<file path="src/rtl/sbs_pkg.sv">
package sbs_pkg;

    typedef enum logic [1:0] {
        S_IDLE    = 2'd0,
        S_GATHER  = 2'd1,
        S_RELEASE = 2'd2
    } sbs_state_e;

endpackage

</file>
<file path="src/rtl/sbs_mask_queue.sv">
module sbs_mask_queue #(
    parameter int NPROC = 8,
    parameter int DEPTH = 16
) (
    input  logic             clk,
    input  logic             rst_n,
    input  logic             wr_valid,
    input  logic [NPROC-1:0] wr_data,
    output logic             wr_ready,
    input  logic             pop,
    output logic             head_valid,
    output logic [NPROC-1:0] head_mask
);
    localparam int AW = (DEPTH > 1) ? $clog2(DEPTH) : 1;
    localparam int CW = $clog2(DEPTH + 1);
    localparam logic [AW-1:0] LAST = AW'(DEPTH - 1);
    localparam logic [CW-1:0] FULL = CW'(DEPTH);

    logic [NPROC-1:0] slots [DEPTH];
    logic [AW-1:0]    wr_ptr, rd_ptr;
    logic [CW-1:0]    count;
    logic             push, take;

    assign wr_ready   = (count != FULL);
    assign head_valid = (count != '0);
    assign head_mask  = slots[rd_ptr];
    assign push       = wr_valid && wr_ready;
    assign take       = pop && head_valid;

    always_ff @(posedge clk) begin
        if (push) begin
            slots[wr_ptr] <= wr_data;
        end
    end

    always_ff @(posedge clk) begin
        if (!rst_n) begin
            wr_ptr <= '0;
            rd_ptr <= '0;
            count  <= '0;
        end else begin
            if (push) begin
                wr_ptr <= (wr_ptr == LAST) ? '0 : wr_ptr + 1'b1;
            end
            if (take) begin
                rd_ptr <= (rd_ptr == LAST) ? '0 : rd_ptr + 1'b1;
            end
            if (push && !take) begin
                count <= count + 1'b1;
            end else if (take && !push) begin
                count <= count - 1'b1;
            end
        end
    end

    // occupancy never exceeds the buffer depth
    a_r1_no_overflow: assert property (@(posedge clk) disable iff (!rst_n)
        count <= FULL);

    // a write offered while full leaves the occupancy unchanged or lower
    a_r1_full_drops: assert property (@(posedge clk) disable iff (!rst_n)
        (count == FULL) |=> (count <= FULL) && !(count > $past(count)));

    // retiring a mask only ever happens when one is stored
    a_r2_pop_needs_head: assert property (@(posedge clk) disable iff (!rst_n)
        pop |-> head_valid);
endmodule

</file>
<file path="src/rtl/sbs_arrival_track.sv">
module sbs_arrival_track (
    input  logic clk,
    input  logic rst_n,
    input  logic wait_in,
    input  logic fire,
    output logic armed
);
    logic spent;

    // once released, the level must fall before the request counts again
    always_ff @(posedge clk) begin
        if (!rst_n) begin
            spent <= 1'b0;
        end else begin
            spent <= (spent | fire) & wait_in;
        end
    end

    assign armed = wait_in & ~spent;

    // a processor just released is not counted on the following edge
    a_r6_no_double_count: assert property (@(posedge clk) disable iff (!rst_n)
        fire |=> !armed);
endmodule

</file>
<file path="src/rtl/sbs_barrier_ctrl.sv">
module sbs_barrier_ctrl
    import sbs_pkg::*;
#(
    parameter int NPROC = 8
) (
    input  logic             clk,
    input  logic             rst_n,
    input  logic             head_valid,
    input  logic [NPROC-1:0] head_mask,
    input  logic [NPROC-1:0] armed,
    output logic             pop,
    output logic [NPROC-1:0] fire_vec,
    output logic [NPROC-1:0] release_pulse
);
    sbs_state_e state, state_nx;
    logic       all_in, is_zero, go;

    assign is_zero = (head_mask == '0);
    assign all_in  = ((armed & head_mask) == head_mask);

    always_comb begin
        state_nx = state;
        go       = 1'b0;
        pop      = 1'b0;
        unique case (state)
            S_IDLE: begin
                if (head_valid) state_nx = S_GATHER;        // FILL
            end
            S_GATHER: begin
                if (!head_valid) begin
                    state_nx = S_IDLE;                      // DRAIN
                end else if (is_zero) begin
                    pop      = 1'b1;                        // SKIP
                end else if (all_in) begin
                    pop      = 1'b1;                        // COMPLETE
                    go       = 1'b1;
                    state_nx = S_RELEASE;
                end
            end
            S_RELEASE: begin
                state_nx = head_valid ? S_GATHER : S_IDLE;  // RESUME / REST
            end
            default: state_nx = S_IDLE;
        endcase
    end

    assign fire_vec = go ? head_mask : '0;

    always_ff @(posedge clk) begin
        if (!rst_n) begin
            state <= S_IDLE;
        end else begin
            state <= state_nx;
        end
    end

    always_ff @(posedge clk) begin
        if (!rst_n) begin
            release_pulse <= '0;
        end else begin
            release_pulse <= fire_vec;
        end
    end

    // a pulse lasts exactly one cycle
    a_r3_single_cycle: assert property (@(posedge clk) disable iff (!rst_n)
        (release_pulse != '0) |=> (release_pulse == '0));

    // every pulsed processor was waiting on the edge that fired it
    a_r3_members_waited: assert property (@(posedge clk) disable iff (!rst_n)
        (release_pulse != '0) |-> ((release_pulse & ~$past(armed)) == '0));

    // no pulse follows an edge where nothing was stored
    a_r5_empty_silent: assert property (@(posedge clk) disable iff (!rst_n)
        !head_valid |=> (release_pulse == '0));

    // retiring a zero mask never produces a pulse
    a_r7_zero_silent: assert property (@(posedge clk) disable iff (!rst_n)
        (pop && is_zero) |=> (release_pulse == '0));

    // a completion is always followed by the recovery state
    a_r8_recovery: assert property (@(posedge clk) disable iff (!rst_n)
        (release_pulse != '0) |-> (state == S_RELEASE));
endmodule

</file>
<file path="src/rtl/subset_barrier_sync.sv">
module subset_barrier_sync #(
    parameter int NPROC = 8,
    parameter int DEPTH = 16
) (
    input  logic             clk,
    input  logic             rst_n,
    input  logic             mask_valid,
    input  logic [NPROC-1:0] mask_data,
    output logic             mask_ready,
    input  logic [NPROC-1:0] wait_req,
    output logic [NPROC-1:0] release_pulse
);
    logic             head_valid, pop;
    logic [NPROC-1:0] head_mask, armed, fire_vec;

    sbs_mask_queue #(.NPROC(NPROC), .DEPTH(DEPTH)) u_queue (
        .clk        (clk),
        .rst_n      (rst_n),
        .wr_valid   (mask_valid),
        .wr_data    (mask_data),
        .wr_ready   (mask_ready),
        .pop        (pop),
        .head_valid (head_valid),
        .head_mask  (head_mask)
    );

    for (genvar i = 0; i < NPROC; i++) begin : g_track
        sbs_arrival_track u_track (
            .clk     (clk),
            .rst_n   (rst_n),
            .wait_in (wait_req[i]),
            .fire    (fire_vec[i]),
            .armed   (armed[i])
        );
    end

    sbs_barrier_ctrl #(.NPROC(NPROC)) u_ctrl (
        .clk           (clk),
        .rst_n         (rst_n),
        .head_valid    (head_valid),
        .head_mask     (head_mask),
        .armed         (armed),
        .pop           (pop),
        .fire_vec      (fire_vec),
        .release_pulse (release_pulse)
    );

    // a processor pulses only if it was requesting on the previous edge
    a_r4_only_waiters: assert property (@(posedge clk) disable iff (!rst_n)
        ((release_pulse & ~$past(wait_req)) == '0));
endmodule

</file>
<file path="config.mk">
export PLATFORM = sky130hd
export DESIGN_NAME = subset_barrier_sync
export DESIGN_NICKNAME = d
export VERILOG_FILES = /design/src/rtl/sbs_pkg.sv /design/src/rtl/sbs_mask_queue.sv /design/src/rtl/sbs_arrival_track.sv /design/src/rtl/sbs_barrier_ctrl.sv /design/src/rtl/subset_barrier_sync.sv
export SDC_FILE = /design/constraint.sdc
export NUM_CORES = 1
export LEC_CHECK = 0
export ABC_AREA = 1
export ABC_CLOCK_PERIOD_IN_PS = 8400
export CAP_MARGIN = 10
export CORE_ASPECT_RATIO = 1.25
export CORE_MARGIN = 10
export CORE_UTILIZATION = 57
export CTS_CLUSTER_SIZE = 40
export DETAILED_ROUTE_END_ITERATION = 7
export DONT_BUFFER_PORTS = 1
export GPL_TIMING_DRIVEN = 0
export PLACE_DENSITY = 0.72
export SKIP_LAST_GASP = 1
export SLEW_MARGIN = 0
export SYNTH_ARGS = -nofsm -noshare
export SYNTH_HDL_FRONTEND = slang
export SYNTH_HIERARCHICAL = 1
export SYNTH_SLANG_ARGS = --single-unit
</file>
<file path="constraint.sdc">
create_clock -name clk -period 8.4 [get_ports clk]
set_input_delay 0.84 -clock clk [delete_from_list [all_inputs] [get_ports clk]]
set_output_delay 0.84 -clock clk [all_outputs]
set_load 0.01 [all_outputs]
</file>
==> results.cfg, run 1 <==
[status]
status = finished clean

[cts]
ctsRootBufferMaster = clkbuf_16
h-tree-depth = 4
cts_hold_buf = 0
clock_latency_ns = 0.41
cts_buffers = 17
cts_tree = yes
cts_resized = 0
clockBufferDepth = 2
postCtsSetupBuffers = 0
cts_sinks = 163
clkSlewWorstSetupHoldPaths_ns = 0.06

[yosys]
ys_warn_count = 6
yosysSeqAreaShare_pct = 63.9
synth_top_area_share_pct = 54.0
synth_top_family_by_area = simple AND/OR/NAND/NOR gates
synth_area_sq_um = 7110
synth.area.top_cells = edfxtp_1 (54%), nand2_1 (13%), dfxtp_1 (9.9%)
synth_compound_area_share_pct = 1.90
synth_simple_gate_area_share_pct = 25.2
ys_types = 23
yosys.area.top_type = edfxtp_1
syn-num-nets = 777
synth.mux.area_fraction_pct = 0
ys_ff_latch = 163
synthCells = 748
synth-adder-area-share_pct = 1.86
synthXorXnorAreaFrac_pct = 0.369
synth_area_per_cell_sq_um = 9.51

[floorplanning]
rows = 45
fp.dieH_um = 145
pin_count = 28
core_region_area_sq_um = 12200
initial_core_util_pct = 58.5
fp.dieW_um = 120
die_area_sq_um = 17400

[finish]
diodes = 0
fill_cells = 1002
multiInputGateArea_sq_um = 2080
mostFrequentLayoutCells = nand2_1 (252), edfxtp_1 (128), nor2_1 (90)
final_cell_count_no_fill = 944
drive_gt1_share_pct = 8.72
syn_to_final_growth_pct = 10.7
seq_area_sq_um = 4540
utilization_pct = 64.8
nets = 796
final_common_cell = nand2_1

[global_routing]
grt.total_usage_pct = 19.4
grt_max_degree = 18
grt_pass1_wl_um = 25700
grt_antenna_before_repair = 0
grt_pass1_vias = 4726
grt.overflow.total = 0

[setup_path]
path_common_cell = nand2_1
cp-start-kind = flip-flop
worstRegToRegCells = 20
critPathMaxStageDelay_ns = 0.46
worstReg2RegEnd = u_queue/count[3]$_SDFFE_PN0P_
setup.worst_path.end_class = flip-flop
cp.required_ns = 8.71
slowest_stage = clkbuf_1
path_buf_inv = 4
cp_max_fo = 10
path_class = reg -> reg
crit_chain = buf_2, clkbuf_1, nand3_1, nand3_1, nand2_1, nand2_1, nand2_1, nor2_2, nand2_2, nor2_1, nand2_2, ha_1, inv_1, ha_1, nand3_1, nand3_1, nand2_1, nand2_1, o21ai_0, inv_1
cp_data_arrival_time_ns = 3.75
cp_top_family = simple AND/OR/NAND/NOR gates
reg2reg_slack_ns = 4.96

[timing]
clock_skew_ns = 0.00491
tightest_slew_ns = 0.866
fin_crit_sh_pct = 41.0
rsz0062_at_grt = no
setup_viol = 0
hold_viol_final = 0
max_clock_freq_mhz = 290
fin_setup_tns_ns = 0
final_max_slew_viol_count = 0
max-slew-margin-rel_pct = 42.0
fin_crit_ns = 3.44

[detailed_routing]
routed_wl_um = 16400
first_iter_violations = 402
drt-pass1-iter-count = 6
ant_nets = 0
wl_per_cell_um = 17.4
drc = 0
avgViaCountPerCell = 5.36
vias = 5057

[place]
io_buffers = 0
dp.cells = 912
dp_hpwl_um = 11100
place_congestion = 0.915

[worst_hold_path]
holdPathEnd = g_track[4].u_track/spent$_SDFF_PN0_
worstHoldPathCells = 2
hp-start = g_track[4].u_track/spent$_SDFF_PN0_
hold_class = reg -> reg

[pwr]
ir_drop_v = 0.000131
p_leak_nw = 3.36
power.density_nw_per_um2 = 229

[job]
drv_cap = 0
## power by group
| group | internal, mW | leakage (nW) | total, mW | switching, mW |
|---|---|---|---|---|
| clock network | 0.437 | 0.276 | 0.722 | 0.285 |
| logic | 0.0544 | 1.65 | 0.177 | 0.122 |
| registers | 0.893 | 1.44 | 0.905 | 0.0121 |
## kinds of logic after synthesis
family	count (synthesis)
AOI/OAI and AO/OA	27
xor gates and xnor gates	3
adders and majority gates	10
buffers and inverters	111
DFF	163
and+or+nand+nor	434
## how the worst max path moves through the flow
| stage | slack, ns | endpoint | cells past startpoint |
|---|---|---|---|
| after floorplan | 5.70 | u_queue/count[3]$_SDFFE_PN0P_ | 22 |
| after global placement | 5.10 | u_queue/count[3]$_SDFFE_PN0P_ | 22 |
| after detailed placement | 5.03 | u_queue/count[3]$_SDFFE_PN0P_ | 20 |
| after CTS | 5.00 | u_queue/count[3]$_SDFFE_PN0P_ | 20 |
| after global routing | 4.66 | u_queue/count[3]$_SDFFE_PN0P_ | 20 |
| final | 4.96 | u_queue/count[3]$_SDFFE_PN0P_ | 20 |
## routing by layer
metal  GRT usage [%]  part of all wire, %  vias to the layer above
met1            24.0                   39                     2342
met3            4.61                  8.7                       31
met2            31.5                   49                      240
met5               0                    0                        -
met4            8.84                  2.8                        0
li1                -                    -                     2444
## cell usage after synthesis
library cell,count
nand3_2,2
nand3_1,75
nand2_1,252
o21ai_1,5
nand2_2,4
edfxtp_1,128
nand4_1,2
inv_1,81
xor2_1,3
buf_6,6
buf_2,16
clkbuf_1,2
ha_1,9
inv_2,5
a21oi_1,8
o21ai_0,14
dfxtp_1,35
nor2_1,90
fa_1,1
nand3_4,1
buf_4,1
nor2_4,1
nor2_2,7
## flip-flops by register name, summed over array words and instances (netlist names), named ones only
register	cells
g_track.u_track/spent	8
u_ctrl/release_pulse	8
u_ctrl/state	2
u_queue/count	5
u_queue/rd_ptr	4
u_queue/slots	128
u_queue/wr_ptr	4
## through the flow
stage / setup slack (ns) / power, mW / hold slack [ns] / instance area (sq um)
after floorplan: 5.70 / 1.05 / 0.435 / 7110
after global placement: 5.10 / 1.09 / 0.447 / 7320
after detailed placement: 5.03 / 1.10 / 0.454 / 7320
after CTS: 5.00 / 1.81 / 0.468 / 7880
after global routing: 4.66 / 1.87 / 0.494 / 7880
final: 4.96 / 1.80 / 0.467 / 7880
## worst min-delay path, stage by stage (launching register included)
cell     delay (ns)
dfxtp_1        0.33
nor2_1         0.04
nor2_1         0.07
## cell type report
| type | count | area share, % |
|---|---|---|
| buffer | 25 | 2.06 |
| clock buffer | 29 | 6.89 |
| clock inverter | 3 | 0.206 |
| inverter | 86 | 4.10 |
| multi-input combinational | 474 | 26.4 |
| sequential | 163 | 57.7 |
| tap | 164 | 2.60 |
Note: power is estimated with default switching activity, not from simulation.
==> run 2: changes to the inputs <==
- ABC_AREA: 1 -> 0
- ABC_CLOCK_PERIOD_IN_PS: 8400 -> 3300
- clock period: 8.4 -> 3.3 ns (I/O delays scaled with it)
==> results.cfg, run 2 <==
[status]
status = finished, violations left
violations = setup timing

[cts]
cts_tree = yes
clkSlewWorstSetupHoldPaths_ns = 0.06
clock_latency_ns = 0.41
ctsRootBufferMaster = clkbuf_16
h-tree-depth = 4
cts_buffers = 17
cts_sinks = 163
clockBufferDepth = 2

[finish]
nets = 463
diodes = 0
mostFrequentLayoutCells = edfxtp_1 (128), dfxtp_1 (33), mux4_2 (32)
top_regs = u_queue/slots: 128 flops, g_track.u_track/spent: 8 flops, u_ctrl/release_pulse: 8 flops
fill_cells = 708
syn_to_final_growth_pct = 21.9
utilization_pct = 71.5
multiInputGateArea_sq_um = 2100
stdcell_area_sq_um = 8010
final_common_cell = edfxtp_1
largest_reg_flops = 128
regMostFlops = u_queue/slots
drive_gt1_share_pct = 34.0
seq_area_sq_um = 4550

[timing]
hold_viol_final = 0
rsz0062_at_grt = yes
final_max_slew_viol_count = 0
hold_ws_ns = 0.0171
fin_crit_ns = 3.47
finalWorstSetupSlack_ns = -0.165
setup_viol = 3
tightest_slew_ns = 1.21
max-slew-margin-rel_pct = 18.9
fin_crit_sh_pct = 105
clock_skew_ns = 0.00845
max_clock_freq_mhz = 289

[floorplanning]
core_region_area_sq_um = 11200
initial_core_util_pct = 58.7
pin_count = 28
fp.dieW_um = 116
die_area_sq_um = 16200
fp.dieH_um = 140
rows = 43

[detailed_routing]
vias = 3659
avgViaCountPerCell = 6.29
first_iter_violations = 265
routed_wl_um = 14500
wl_per_cell_um = 24.9
drc = 0
drt-pass1-iter-count = 4
ant_nets = 0

[global_routing]
grt_pass1_wl_um = 20600
grt_pass1_vias = 3485
grt.total_usage_pct = 17.2
grt_max_degree = 20
grt.overflow.total = 0
grt_antenna_before_repair = 0

[pwr]
power.density_nw_per_um2 = 668
total_power_mw = 5.34
p_leak_nw = 2.78
ir_drop_v = 0.000391

[setup_path]
worstReg2RegEnd = u_queue/count[3]$_SDFFE_PN0P_
endpoint = u_queue/count[3]$_SDFFE_PN0P_
setup.worst_path.end_class = flip-flop
cp_max_fo = 6
cp-start-kind = flip-flop
path_class = reg -> reg
worstRegToRegCells = 17
cp_data_arrival_time_ns = 3.82
reg2reg_slack_ns = -0.17
cp.required_ns = 3.66

[place]
dp_hpwl_um = 8390
io_buffers = 0
pre_cts_ws_ns = -0.934
place_area_sq_um = 6830
place_congestion = 0.802

[yosys]
yosys.area.top_type = edfxtp_1
ys_types = 49
synth_top_area_share_pct = 58.5
syn-num-nets = 412
post-synth-top-count-cell = edfxtp_1
synth_area_per_cell_sq_um = 17.1
synthCells = 383
synth.area.top_cells = edfxtp_1 (59%), mux4_2 (11%), dfxtp_1 (11%)
synth_area_sq_um = 6570
netlist_top_cells_count = edfxtp_1 (128), dfxtp_1 (35), mux4_2 (32)
ys_warn_count = 6
synthFlopType = edfxtp_1
yosysSeqAreaShare_pct = 69.2
async_flop_share_pct = 0
ys_ff_latch = 163
synth_edf_count = 128

[worst_hold_path]
hold_class = in -> reg

[job]
drv_cap = 0
run 2: changes by cell type after synthesis, moves of 12 or more:
cell / previous run / this run
a22oi_1: 0 / 16
and2_1: 0 / 13
buf_2: 16 / 4
inv_1: 81 / 9
mux4_2: 0 / 32
nand2_1: 252 / 23
nand3_1: 75 / 5
nor2_1: 90 / 14
o21ai_0: 14 / 1
run 2: critical path, cell delays in order (launching register included):
cell and delay (ns):
dfxtp_2 0.34, buf_12 0.14, buf_12 0.13, mux4_2 0.51, a22oi_2 0.32, nand2_2 0.15, nand2b_4 0.11, o2111ai_4 0.14
nor4_4 0.20, buf_6 0.16, o21ai_4 0.06, ha_4 0.19, inv_8 0.08, ha_4 0.12, a21o_2 0.11, a21oi_2 0.05
or4b_4 0.52, nand3_2 0.07
run 2: layer usage:
metal | up-vias | part of all wire (%) | track usage, %
met1 | 1893 | 40 | 21.9
met5 | - | 0 | 0
met3 | 24 | 5.6 | 3.63
met2 | 136 | 51 | 27.6
met4 | 0 | 2.4 | 7.46
li1 | 1606 | - | -
run 2: cells by family (layout without fill, tap and decap cells):
| group | count (synthesis) | after routing | share of synthesized area, % |
|---|---|---|---|
| AND/OR/NAND/NOR | 98 | 98 | 8.67 |
| adder cells (fa/ha/maj) | 10 | 10 | 2.02 |
| multiplexers | 37 | 37 | 11.7 |
| XOR/XNOR | 4 | 4 | 0.534 |
| flip-flops | 163 | 163 | 69.2 |
| buffers and inverters | 25 | 89 | 1.64 |
| AO/OA/AOI/OAI | 46 | 46 | 6.18 |
run 2: cell type report:
cell class	instances	share of cell area, %
Timing Repair Buffer	33	4.36
Buffer	15	1.77
Tap cell	135	2.11
Clock buffer	17	5.31
Inverter	9	0.516
Multi-Input combinational cell	195	26.3
Clock inverter	15	2.86
Sequential cell	163	56.8
run 2: report_power, final:
| part | switching, mW | total [mW] | internal [mW] |
|---|---|---|---|
| registers | 0.0786 | 2.38 | 2.31 |
| logic | 0.436 | 0.810 | 0.374 |
| clock network | 0.800 | 2.15 | 1.35 |
| total | 1.31 | 5.34 | 4.03 |
run 2: through the flow:
stage	cells	TNS, ns
after floorplan	383	0
after global placement	518	-4.23
after detailed placement	518	-5.28
after CTS	560	-0.308
after global routing	582	-0.686
final	582	-0.317
run 2: worst min-delay path by stage:
stage | from | end | slack [ns] | cells past startpoint
6_report | mask_data[0] | u_queue/slots[3][0]$_DFFE_PP_ | 0.02 | 0
4_1_cts | mask_data[2] | u_queue/slots[8][2]$_DFFE_PP_ | 0.0002 | 0
3_3_place_gp | mask_data[2] | u_queue/slots[2][2]$_DFFE_PP_ | 0.43 | 0
5_1_grt | mask_data[0] | u_queue/slots[3][0]$_DFFE_PP_ | -0.002 | 0
2_1_floorplan | mask_data[0] | u_queue/slots[0][0]$_DFFE_PP_ | 0.43 | 0
3_5_place_dp | mask_data[2] | u_queue/slots[0][2]$_DFFE_PP_ | 0.43 | 0
run 2: timing repair:
item | in CTS | in global routing
hold buffers | 0 | 19
cloned | 2 | 0
setup endpoints to repair | 13 | 5
resized for setup | 40 | 9
pin swaps | 18 | 3
endpoints found under the hold margin | 0 | 81
setup buffers | 8 | 3
==> run 3: changes to the inputs <==
- SYNTH_HIERARCHICAL: 1 -> default
==> results.cfg, run 3 <==
[setup_path]
cp-start-kind = flip-flop
cp_data_arrival_time_ns = 3.97
setup.worst_path.end_class = flip-flop
cp.required_ns = 3.65
path_class = reg -> reg
cp_max_fo = 6

[timing]
max_clock_freq_mhz = 276
tightest_slew_ns = 0.976
finalWorstSetupSlack_ns = -0.330
hold_ws_ns = 0.0408
final_max_slew_viol_count = 0
fin_crit_sh_pct = 110
setup_viol = 3
rsz0062_at_grt = yes
clock_skew_ns = 0.0142
max-slew-margin-rel_pct = 34.7
fin_setup_tns_ns = -0.672
fin_crit_ns = 3.63
hold_viol_final = 0

[finish]
final_cell_count_no_fill = 675
largest_reg_flops = 128
seq_area_sq_um = 4550
top_regs = u_queue.slots: 128 flops, g_track.u_track.spent: 8 flops, u_ctrl.release_pulse: 8 flops
fill_cells = 749
nets = 532
drive_gt1_share_pct = 21.0
mostFrequentLayoutCells = edfxtp_1 (128), nor2_1 (34), dfxtp_1 (33)
diodes = 0
syn_to_final_growth_pct = 18.4
utilization_pct = 68.9
multiInputGateArea_sq_um = 2160
stdcell_area_sq_um = 8010
final_common_cell = edfxtp_1
regMostFlops = u_queue.slots

[pwr]
ir_drop_v = 0.000394
power_frac_seq_pct = 45.4
p_clk_share_pct = 38.0
internal_power_mw = 3.91
p_leak_nw = 2.64
power.density_nw_per_um2 = 652
p_sw_mw = 1.31
combPwrFrac_pct = 16.6
total_power_mw = 5.23
switching_share_pct = 25.2

[place]
pre_cts_ws_ns = -0.747
dp_hpwl_um = 9420
place_area_sq_um = 7010
place_congestion = 0.795
io_buffers = 0
dp.cells = 616

[global_routing]
grt_antenna_before_repair = 0
grt_pass1_vias = 4165
grt.total_usage_pct = 18.2
grt_max_degree = 17
grt.overflow.total = 0
grt_pass1_wl_um = 23200

[yosys]
synthFlopType = edfxtp_1
ys_warn_count = 0
synth_edf_count = 128
netlist_top_cells_count = edfxtp_1 (128), mux2i_1 (36), dfxtp_1 (35)
synth.area.top_cells = edfxtp_1 (57%), dfxtp_1 (10%), mux2i_1 (5.3%)
synth_area_per_cell_sq_um = 15.0
synthCells = 451
async_flop_share_pct = 0
yosysSeqAreaShare_pct = 67.2
yosys.area.top_type = edfxtp_1
post-synth-top-count-cell = edfxtp_1
ys_ff_latch = 163
ys_types = 52
syn-num-nets = 481
synth_top_area_share_pct = 56.8
synth_area_sq_um = 6760

[cts]
cts_buffers = 17
h-tree-depth = 4
clkSlewWorstSetupHoldPaths_ns = 0.07
ctsRootBufferMaster = clkbuf_16
cts_sinks = 163
cts_tree = yes
clock_latency_ns = 0.42
clockBufferDepth = 2

[floorplanning]
pin_count = 28
fp.dieW_um = 117
initial_core_util_pct = 58.2
core_region_area_sq_um = 11600
rows = 44
die_area_sq_um = 16600
fp.dieH_um = 142

[detailed_routing]
wl_met3_um = 1020
avgViaCountPerCell = 6.04
top_layer = met4
routed_wl_um = 14600
wl_met2_um = 7500
vias = 4074
met1Wirelength_um = 5700
drt-pass1-iter-count = 7
first_iter_violations = 490
drc = 0
wl_per_cell_um = 21.6
ant_nets = 0

[status]
violations = setup timing
status = finished, violations left

[worst_hold_path]
hold_class = in -> reg

[job]
drv_cap = 0
run 3: cell count changes after synthesis, sizes merged, moves of 7 or more:
| cell | previous run | this run |
|---|---|---|
| and3 | 9 | 1 |
| and2b | 8 | 1 |
| and2 | 13 | 2 |
| nor3 | 6 | 14 |
| mux2i | 5 | 36 |
| nand3 | 5 | 16 |
| o211a | 8 | 0 |
| nor2 | 14 | 34 |
| mux4 | 32 | 18 |
run 3: critical path, stage by stage, from the launching register on:
cell and delay (ns):
dfxtp_2 0.34, buf_12 0.14, buf_4 0.13, mux4_2 0.52, mux2_2 0.32, a22oi_1 0.18, a21o_1 0.15, nand4_1 0.11
or2_4 0.29, ha_4 0.18, fa_2 0.34, inv_1 0.06, a21o_1 0.14, a21oi_2 0.07, xnor2_1 0.12, or3_1 0.33
a21oi_2 0.14
run 3: final cells by class:
type / instances / share of cell area (%)
well taps: 161 / 2.52
inverters: 10 / 0.500
clock buffers: 17 / 5.31
plain buffers: 20 / 1.92
multi-input cells: 257 / 27.0
repair buffers: 33 / 3.78
clock inverters: 14 / 2.23
flip-flops and latches: 163 / 56.8
run 3: kinds of logic (layout without fill, tap and decap cells):
kind of cell	after synthesis	count (layout)	synth area share [%]
AOI/OAI and AO/OA	52	52	5.51
muxes	57	57	12.1
and+or+nand+nor	130	130	9.75
xor gates and xnor gates	7	7	0.907
DFF	163	163	67.2
buffers and inverters	31	94	2.39
adders and majority gates	11	11	2.15
run 3: final timing paths:
| check | from | end | slack (ns) | cells past startpoint |
|---|---|---|---|---|
| max | flip-flop | u_queue.count[4]$_SDFFE_PN0P_ | -0.33 | 16 |
| min | wait_req[0] | g_track[0].u_track.spent$_SDFF_PN0_ | 0.04 | 2 |
| max reg2reg | flip-flop | u_queue.count[4]$_SDFFE_PN0P_ | -0.33 | 16 |
| min reg2reg | g_track[0].u_track.spent$_SDFF_PN0_ | g_track[0].u_track.spent$_SDFF_PN0_ | 0.48 | 2 |
run 3: repair_timing:
item                                   4_1_cts  5_1_grt
pin swaps                                   16        2
endpoints found under the hold margin      128        0
hold buffers                                 8        0
setup endpoints to repair                    5        4
setup buffers                               17        2
cloned                                       1        0
gates resized for setup                     38        4
run 3: power groups by stage:
stage | logic [mW] | clock network [mW] | registers [mW]
6_report | 0.868 | 1.98 | 2.37
5_1_grt | 0.958 | 2.08 | 2.38
4_1_cts | 0.836 | 2.00 | 2.37
3_5_place_dp | 0.664 | 0 | 2.41
3_3_place_gp | 0.637 | 0 | 2.41
2_1_floorplan | 0.520 | 0 | 2.40
run 3: layer usage:
layer | track usage, % | vias up
li1 | - | 1834
met1 | 20.4 | 2034
met2 | 31.6 | 181
met3 | 5.12 | 25
met4 | 8.51 | 0
met5 | 0 | -
